**config.mk**
```make
export PLATFORM = sky130hd
export DESIGN_NAME = swap_packer
export DESIGN_NICKNAME = d
export VERILOG_FILES = /design/src/rtl/swap_packer_pkg.sv /design/src/rtl/swap_packer_ctrl.sv /design/src/rtl/swap_packer_dp.sv /design/src/rtl/swap_packer.sv
export SDC_FILE = /design/constraint.sdc
export NUM_CORES = 1
export LEC_CHECK = 0
export ABC_AREA = 0
export BUFFER_PORTS_ARGS = -buffer_cell sky130_fd_sc_hd__buf_2
export CAP_MARGIN = 30
export CORE_MARGIN = 10
export CORE_UTILIZATION = 49
export CTS_CLUSTER_DIAMETER = 50
export CTS_CLUSTER_SIZE = 14
export DETAILED_ROUTE_END_ITERATION = 8
export GPL_ROUTABILITY_DRIVEN = 0
export PLACE_DENSITY = 0.8
export SLEW_MARGIN = 20
export SYNTH_ARGS = -nofsm -noshare
export SYNTH_HDL_FRONTEND = slang
export SYNTH_SLANG_ARGS = --single-unit
```
**constraint.sdc**
```tcl
create_clock -name clk -period 5.8 [get_ports clk]
set_clock_uncertainty 0.2 [all_clocks]
set_input_delay 0.58 -clock clk [delete_from_list [all_inputs] [get_ports clk]]
set_output_delay 0.58 -clock clk [all_outputs]
set_load 0.005 [all_outputs]
```
**src/rtl/swap_packer_pkg.sv**
```systemverilog
package swap_packer_pkg;

  localparam int unsigned WORD_BYTES = 4;
  localparam int unsigned LANE_W     = 2;

  // element size codes
  localparam logic [1:0] SIZE_BYTE = 2'd0;
  localparam logic [1:0] SIZE_HALF = 2'd1;
  localparam logic [1:0] SIZE_WORD = 2'd2;
  localparam logic [1:0] SIZE_BAD  = 2'd3;

  typedef enum logic { ST_IDLE, ST_RUN } runState_t;

  // strobes from control to datapath
  typedef struct packed {
    logic              take;   // a byte is accepted this cycle
    logic [LANE_W-1:0] lane;   // arrival position inside the word
    logic              swap;   // earliest byte goes to the top lane
    logic              emit;   // word is complete after this byte
    logic              last;   // this byte ends the transfer
  } packCtl_t;

endpackage

```
**src/rtl/swap_packer_ctrl.sv**
```systemverilog
module swap_packer_ctrl
  import swap_packer_pkg::*;
#(
  parameter int unsigned NUM_CH = 8,
  parameter int unsigned CNT_W  = 12,
  localparam int unsigned CH_W   = (NUM_CH > 1) ? $clog2(NUM_CH) : 1,
  localparam int unsigned BLEN_W = CNT_W + 2
) (
  input  logic              clk,
  input  logic              rstN,
  input  logic              startValid,
  input  logic [CH_W-1:0]   startChan,
  input  logic [CNT_W-1:0]  startCount,
  input  logic [1:0]        startSize,
  input  logic              startSrcDec,
  input  logic              startDstDec,
  input  logic [NUM_CH-1:0] swapBits,
  input  logic              inValid,
  output packCtl_t          ctl,
  output logic              busy,
  output logic [CH_W-1:0]   curChan,
  output logic              cfgErr
);

  runState_t            state;
  logic [BLEN_W-1:0]    remaining;
  logic [LANE_W-1:0]    lane;
  logic                 swapMode;

  logic [BLEN_W-1:0]    byteLen;
  logic                 chanSwap;
  logic                 badCmd;
  logic                 zeroLen;
  logic                 lastByte;

  always_comb begin
    byteLen  = {2'b00, startCount} << startSize;
    chanSwap = swapBits[startChan];
    zeroLen  = (startCount == '0);
    badCmd   = (startSize == SIZE_BAD) ||
               (chanSwap && ((byteLen[1:0] != 2'b00) || startSrcDec || startDstDec));
  end

  assign busy     = (state == ST_RUN);
  assign lastByte = (remaining == BLEN_W'(1));

  always_comb begin
    ctl.take = busy && inValid;
    ctl.lane = lane;
    ctl.swap = swapMode;
    ctl.emit = (lane == LANE_W'(WORD_BYTES - 1)) || lastByte;
    ctl.last = lastByte;
  end

  always_ff @(posedge clk) begin
    if (!rstN) begin
      state     <= ST_IDLE;
      remaining <= '0;
      lane      <= '0;
      swapMode  <= 1'b0;
      curChan   <= '0;
      cfgErr    <= 1'b0;
    end else begin
      case (state)
        ST_IDLE: begin
          if (startValid) begin
            cfgErr <= badCmd;
            if (!badCmd && !zeroLen) begin
              state     <= ST_RUN;
              remaining <= byteLen;
              lane      <= '0;
              swapMode  <= chanSwap;
              curChan   <= startChan;
            end
          end
        end
        default: begin
          if (ctl.take) begin
            remaining <= remaining - BLEN_W'(1);
            lane      <= lane + LANE_W'(1);
            if (lastByte) state <= ST_IDLE;
          end
        end
      endcase
    end
  end

endmodule

```
**src/rtl/swap_packer_dp.sv**
```systemverilog
module swap_packer_dp
  import swap_packer_pkg::*;
#(
  parameter int unsigned NUM_CH = 8
) (
  input  logic              clk,
  input  logic              rstN,
  input  packCtl_t          ctl,
  input  logic [7:0]        inData,
  input  logic              swapSetWe,
  input  logic [NUM_CH-1:0] swapSetMask,
  input  logic              swapClrWe,
  input  logic [NUM_CH-1:0] swapClrMask,
  output logic [NUM_CH-1:0] swapBits,
  output logic              outValid,
  output logic [31:0]       outWord,
  output logic [3:0]        outStrb,
  output logic              outLast
);

  localparam int unsigned WORD_W = 8 * WORD_BYTES;

  logic [WORD_W-1:0]     acc;
  logic [WORD_BYTES-1:0] strbAcc;
  logic [WORD_W-1:0]     accMerged;
  logic [WORD_BYTES-1:0] strbMerged;
  logic [LANE_W-1:0]     lanePos;
  logic [NUM_CH-1:0]     setBits;
  logic [NUM_CH-1:0]     clrBits;

  // swap register: clear has priority over set on the same bit
  assign setBits = swapSetWe ? swapSetMask : '0;
  assign clrBits = swapClrWe ? swapClrMask : '0;

  always_ff @(posedge clk) begin
    if (!rstN) swapBits <= '0;
    else       swapBits <= (swapBits | setBits) & ~clrBits;
  end

  // lane the current byte is written to
  assign lanePos = ctl.swap ? (LANE_W'(WORD_BYTES - 1) - ctl.lane) : ctl.lane;

  for (genvar g = 0; g < WORD_BYTES; g++) begin : g_lane
    logic hit;
    assign hit                 = ctl.take && (lanePos == LANE_W'(g));
    assign accMerged[8*g +: 8] = hit ? inData : acc[8*g +: 8];
    assign strbMerged[g]       = hit | strbAcc[g];
  end

  always_ff @(posedge clk) begin
    if (!rstN) begin
      acc      <= '0;
      strbAcc  <= '0;
      outValid <= 1'b0;
      outWord  <= '0;
      outStrb  <= '0;
      outLast  <= 1'b0;
    end else begin
      outValid <= 1'b0;
      if (ctl.take) begin
        if (ctl.emit) begin
          outValid <= 1'b1;
          outWord  <= accMerged;
          outStrb  <= strbMerged;
          outLast  <= ctl.last;
          acc      <= '0;
          strbAcc  <= '0;
        end else begin
          acc     <= accMerged;
          strbAcc <= strbMerged;
        end
      end
    end
  end

endmodule

```
**src/rtl/swap_packer.sv**
```systemverilog
module swap_packer
  import swap_packer_pkg::*;
#(
  parameter int unsigned NUM_CH = 8,
  parameter int unsigned CNT_W  = 12,
  localparam int unsigned CH_W  = (NUM_CH > 1) ? $clog2(NUM_CH) : 1
) (
  input  logic              clk,
  input  logic              rstN,
  input  logic              swapSetWe,
  input  logic [NUM_CH-1:0] swapSetMask,
  input  logic              swapClrWe,
  input  logic [NUM_CH-1:0] swapClrMask,
  output logic [NUM_CH-1:0] swapState,
  input  logic              startValid,
  input  logic [CH_W-1:0]   startChan,
  input  logic [CNT_W-1:0]  startCount,
  input  logic [1:0]        startSize,
  input  logic              startSrcDec,
  input  logic              startDstDec,
  output logic              cfgErr,
  output logic              busy,
  input  logic              inValid,
  input  logic [7:0]        inData,
  output logic              inReady,
  output logic              outValid,
  output logic [31:0]       outWord,
  output logic [3:0]        outStrb,
  output logic              outLast,
  output logic [CH_W-1:0]   outChan
);

  packCtl_t          ctl;
  logic [NUM_CH-1:0] swapBits;

  swap_packer_ctrl #(.NUM_CH(NUM_CH), .CNT_W(CNT_W)) u_ctrl (
    .clk(clk), .rstN(rstN),
    .startValid(startValid), .startChan(startChan), .startCount(startCount),
    .startSize(startSize), .startSrcDec(startSrcDec), .startDstDec(startDstDec),
    .swapBits(swapBits), .inValid(inValid),
    .ctl(ctl), .busy(busy), .curChan(outChan), .cfgErr(cfgErr)
  );

  swap_packer_dp #(.NUM_CH(NUM_CH)) u_dp (
    .clk(clk), .rstN(rstN), .ctl(ctl), .inData(inData),
    .swapSetWe(swapSetWe), .swapSetMask(swapSetMask),
    .swapClrWe(swapClrWe), .swapClrMask(swapClrMask),
    .swapBits(swapBits),
    .outValid(outValid), .outWord(outWord), .outStrb(outStrb), .outLast(outLast)
  );

  assign swapState = swapBits;
  assign inReady   = busy;

endmodule

```
## After elaboration in Yosys (flattened, before gate mapping)

Index checks and enable logic that the tools add are counted.

- Bits in registers: 104
- Input port bits: 49
- Output and inout port bits: 52
- Word-level logic and storage cells: 81

- $add $sub $neg: 3
- $lt $le $gt $ge: 1
- Equal/unequal tests: 7
- Shift operators: 1
- Muxes and demuxes: 25
- Bitwise gates (word level): 8
- Reductions and logical operators: 23

Operators with widths:

| kind | count |
|---|---|
| 14-bit 2-to-1 mux | 4 |
| 8-bit 2-to-1 mux | 6 |
| 32-bit 2-to-1 mux | 1 |
| 14-bit by 1-bit equality test with 1-bit output, second input constant | 1 |
| 12-bit by 2-bit left shift with 14-bit output | 1 |
| 14-bit by 1-bit subtractor with 14-bit output, second input constant | 1 |
| 12-bit logical NOT | 1 |
| 2-bit 2-to-1 mux | 5 |
| 8-bit AND | 1 |
| 2-bit equality test, second input constant | 4 |
| 8-bit NOT | 1 |
| 8-bit OR | 1 |
| 1-bit logical AND | 7 |
| 1-bit 2-to-1 mux | 7 |
| 2-bit AND reduction | 3 |
| 3-bit AND reduction | 2 |
| 2-bit nonzero test | 3 |
| 1-bit logical OR | 4 |
| 3-bit by 4-bit < comparator with 1-bit output, second input constant | 1 |
| 4-bit 2-to-1 mux | 1 |
| 1-bit OR | 4 |
| 1-bit binary-select mux with 3-bit select | 1 |
| 2-bit by 1-bit adder with 2-bit output, second input constant | 1 |
| 2-bit by 1-bit equality test with 1-bit output, second input constant | 1 |
| 5 further kinds | 6 |

## Longest topological paths before layout

- Depth in word-level cells: 11
- Mapped depth: 8
- Depth with buffers taken out: 7

## Hierarchy

From an unflattened synthesis, not the netlist that was laid out.

- Cells, all modules: 627
- Area, all modules: 5337.6 um^2

Modules (own cells, without submodules):

| module | times used | cells an instance | area each (um^2) | seq. area each (um^2) |
|---|---|---|---|---|
| swap_packer_dp | 1 | 416 | 3673.5 | 1641.6 |
| swap_packer_ctrl | 1 | 210 | 1656.6 | 440.4 |
| swap_packer | 1 | 1 | 7.5 | 0.0 |

## Worst setup path before layout

No wires, ideal clock.

- Path kind: input -> register
- Start point: input port startChan[0]
- End point: register u_ctrl.remaining[0]
- Setup time: 0.070 ns
- Arrival time: 2.153 ns
- Required time: 5.530 ns
- Setup slack: 3.376 ns
- Stages: 5
- Buffers on the path: 0
- Cell sequence: mux4_1 -> mux2i_4 -> o2111ai_4 -> or4_1 -> a21oi_1

- Longest elaborated chain between the ends: 8

Ends and longest elaborated chain:

| what | line | text |
|---|---|---|
| start, declared | swap_packer.sv:16 | `input logic [CH_W-1:0] startChan,` |
| 1-bit binary-select mux with 3-bit select | swap_packer_ctrl.sv:38 | `chanSwap = swapBits[startChan];` |
| 1-bit 2-to-1 mux (implied by the code) | swap_packer_ctrl.sv:38 |  |
| 1-bit logical AND | swap_packer_ctrl.sv:41 | `(chanSwap && ((byteLen[1:0] != 2'b00) \|\| startSrcDec \|\| startDstDec));` |
| 1-bit logical OR | swap_packer_ctrl.sv:40 | `badCmd = (startSize == SIZE_BAD) \|\|` |
| 1-bit logical NOT | swap_packer_ctrl.sv:68 | `if (!badCmd && !zeroLen) begin` |
| 1-bit logical AND | swap_packer_ctrl.sv:68 |  |
| 2-bit nonzero test (no source line) | n/a |  |
| 3-bit AND reduction (no source line) | n/a |  |
| end signal, assigned | swap_packer_ctrl.sv:70 | `remaining <= byteLen;` |
| end signal, assigned | swap_packer_ctrl.sv:79 | `remaining <= remaining - BLEN_W'(1);` |
| end, declared | swap_packer_ctrl.sv:26 | `logic [BLEN_W-1:0] remaining;` |

No other way between the ends. The select of a mux whose other input is x is not followed.
A chain may end at the register's enable or synchronous reset.

## Final worst setup path

- Start point: register u_ctrl.remaining[0]
- End point: register u_dp.outWord[14]

- Longest elaborated chain between the ends: 3

Ends and longest elaborated chain:

| what | line | text |
|---|---|---|
| 14-bit by 1-bit equality test with 1-bit output | swap_packer_ctrl.sv:45 | `assign lastByte = (remaining == BLEN_W'(1));` |
| 1-bit logical OR | swap_packer_ctrl.sv:51 | `ctl.emit = (lane == LANE_W'(WORD_BYTES - 1)) \|\| lastByte;` |
| 2-bit AND reduction (no source line) | n/a |  |
| end signal, assigned | swap_packer_dp.sv:63 | `outWord <= accMerged;` |
| end, declared | swap_packer_dp.sv:16 | `output logic [31:0] outWord,` |

No other way between the ends.

==> metrics.md <==
| Metric | Value |
|---|---|
| Area Overhead vs Synth | 15.2% |
| Wire per inst | 17.5 um |
| Worst setup EP type | flip-flop |
| DRC violations left | 0 |
| IO Pins | 101 |
| Mapped cell area | 0.00484 sq mm |
| WP data arrival | 3.19 ns |
| Total CTS buffers | 9 |
| Async set-or-reset flop fraction in the synthesized netlist | 0 |
| Slew headroom | 0.463 |
| Fin. max-slew vios | 0 |
| Synth unique cells | 49 |
| Synth top cells by count | dfxtp_1 (104), nand2_1 (87), nor2_1 (64) |
| GR Overflow Total | 0 |
| Slew @ Worst Pin | 0.804 ns |
| Die Wd | 119 um |
| H-tree depth | 3 |
| CTS tree | done |
| Hold_sp | swapClrMask[2] |
| Worst Setup Start Kind | flip-flop |
| Worst Hold Class | in -> reg |
| Max Fclk | 324 MHz |
| Final setup viols | 0 |
| Vias per std cell | 5.90 |
| Final Cycle Share | 0.532 |
| Clock Root Buffer | clkbuf_8 |
| GRT Resource Usage Total | 0.184 |
| Starting DRT DRC Count | 426 |
| Post-synth top area share | 0.430 |
| Critical Path Max Stage Delay | 0.59 ns |
| DP Wirelength | 9880 um |
| Worst r2r src | u_ctrl.remaining[0]$_SDFFE_PN0P_ |
| First-pass GRT wire length | 22300 um |
| Largest net degree at the start of global routing | 67 |
| Minimum clock period after layout | 3.09 ns |
| Peak supply drop | 199 uV |
| Post-DP Area | 0.00537 sq mm |
| Clock sink count | 104 |
| Most common cell in the netlist | dfxtp_1 |
| Syn Inst Count | 569 |
| Syn Area/Cell | 8.51 sq um |
| CTS Buffer Depth | 2 |
| Port Buffers | 100 |
| Worst-path maximum fanout | 43 |
| Critical Path, Cell by Cell | ha_1 > nor3b_1 > a41oi_2 > nor2_4 > buf_4 > nor2_1 > a211oi_1 |
| Layout cells sized above 1 | 0.216 |
| Leakage | 2.05 nW |
| Initial antenna violation count | 0 |
| Vias | 4602 |
| FF+latch count, synth | 104 |
| Starting density of the core | 0.500 |
| Worst R2R Setup Slack | 2.71 ns |
| ANT cells | 0 |
| Worst-Skew Late Latency | 0.38 ns |
| Core footprint | 0.00968 sq mm |
| Clock transition at the registers of the reported paths | 0.12 ns |
| Number of global-route vias before repair | 4444 |
| PostCTS Resize Cnt | 0 |
| Setup CP Type | reg -> reg |
| Synthesis warning total | 0 |
| Antenna viol nets, final | 0 |
| First-pass detailed-route iteration total | 7 |
| Sequential fraction of the synthesis area | 0.430 |
| Maxcap violations | 0 |
| Die area | 0.0143 sq mm |
| Post-synth EDFFs | 0 |
| TNS Setup | 0 ns |
| Rows | 36 |
| Critical path's slowest cell | nor2_4 |
| Worst EP required | 5.90 ns |
| PwrDens | 256 mW/mm^2 |
| CP startpoint | u_ctrl.remaining[0]$_SDFFE_PN0P_ |
| Synth Flop Type | dfxtp_1 |
| Total setup buffers inserted after CTS | 0 |
| Nets | 694 |
| Post-synthesis net count | 621 |
| Final hold vios | 0 |
| Status | complete, no violations |
| Total power | 1.43 mW |
| Unrepaired setup endpoints after global routing | no |
| Top cells by area, synth | dfxtp_1 (43%), mux2i_1 (6.8%), nand2_1 (6.7%) |
| Post-synthesis cell type with the largest combined area | dfxtp_1 |
| DRT Wirelength | 13700 um |
| Hold Buf Count CTS | 0 |
| Chip Height | 119 um |
| Final instance area | 0.00558 sq mm |
-- path summary, 6_finish.rpt --
| kind | to | cells past startpoint |
|---|---|---|
| worst max-delay path | u_dp.outWord[14]$_SDFFE_PN0P_ | 7 |
| worst min-delay path | u_dp.swapBits[2]$_SDFF_PN0_ | 2 |
| worst max register to register | u_dp.outWord[14]$_SDFFE_PN0P_ | 7 |
| worst min register to register | u_dp.acc[18]$_SDFFE_PN0P_ | 2 |
-- layout make-up --
cell class                 instances  area [sq um]
fill                             863          4110
multi-input combinational        412          2550
sequential                       104          2080
timing repair buffer             107           566
tap                              133           166
clock buffer                       9           124
clock inverter                     7          63.8
inverter                           8          30.0
-- worst max-delay path, delay by kind of cell (launching register included) --
kind / cells / cell delay (ns)
flops: 1 / 0.47
simple gates: 3 / 1.05
buf+inv: 1 / 0.48
fa+ha+maj: 1 / 0.18
compound gates: 2 / 0.62
-- layer usage --
metal / share of wire / global-route usage / routed length (um) / vias up
met5: 0 / 0 / 0 / -
met4: 0.016 / 0.0611 / 220 / 0
met3: 0.074 / 0.0373 / 1020 / 22
met2: 0.50 / 0.318 / 6890 / 183
met1: 0.41 / 0.224 / 5560 / 2162
li1: - / - / - / 2235
-- flip-flops by register name, indices dropped and copies added, names as in the netlist --
signal            count
u_dp.swapBits         8
u_dp.outWord         32
u_ctrl.busy           1
u_dp.outStrb          4
u_dp.acc             32
u_ctrl.remaining     14
u_ctrl.curChan        3
u_ctrl.swapMode       1
u_ctrl.cfgErr         1
u_dp.strbAcc          4
u_dp.outLast          1
u_dp.outValid         1
u_ctrl.lane           2
-- layout by cell type, fill, tap and decap left out, types with 11 or more instances in the layout --
master and count:
dfxtp_1 104, buf_2 100, nand2_1 87, nor2_1 64
a211oi_1 37, a21oi_1 35, mux2i_1 33, o22ai_1 30
o32ai_1 15, o21ai_0 14, nand3_1 11, nor3_1 11
-- metrics by stage --
stage,utilization,cells,setup slack [ns],hold slack (ns)
finish,0.576,780,2.71,0.169
global route,0.576,780,2.47,0.158
CTS,0.574,779,2.74,0.165
detailed placement,0.555,763,2.78,0.258
global placement,0.552,760,2.61,0.251
floorplan,-,569,3.38,0.227
-- report_power, final --
group	switching [mW]	internal, mW	leakage (nW)
sequential	0.0260	0.733	0.842
clock	0.277	0.167	0.0956
combinational	0.140	0.0875	1.11
-- cells by family (layout without fill, tap and decap cells) --
logic type      Yosys count  in the layout  share of synthesized area
compound gates          159            159                      0.228
buf+inv                  53            131                     0.0442
simple gates            209            209                      0.195
flops                   104            104                      0.430
fa+ha+maj                 3              3                    0.00775
mux                      41             41                     0.0946
(Power assumes the default switching activity.)
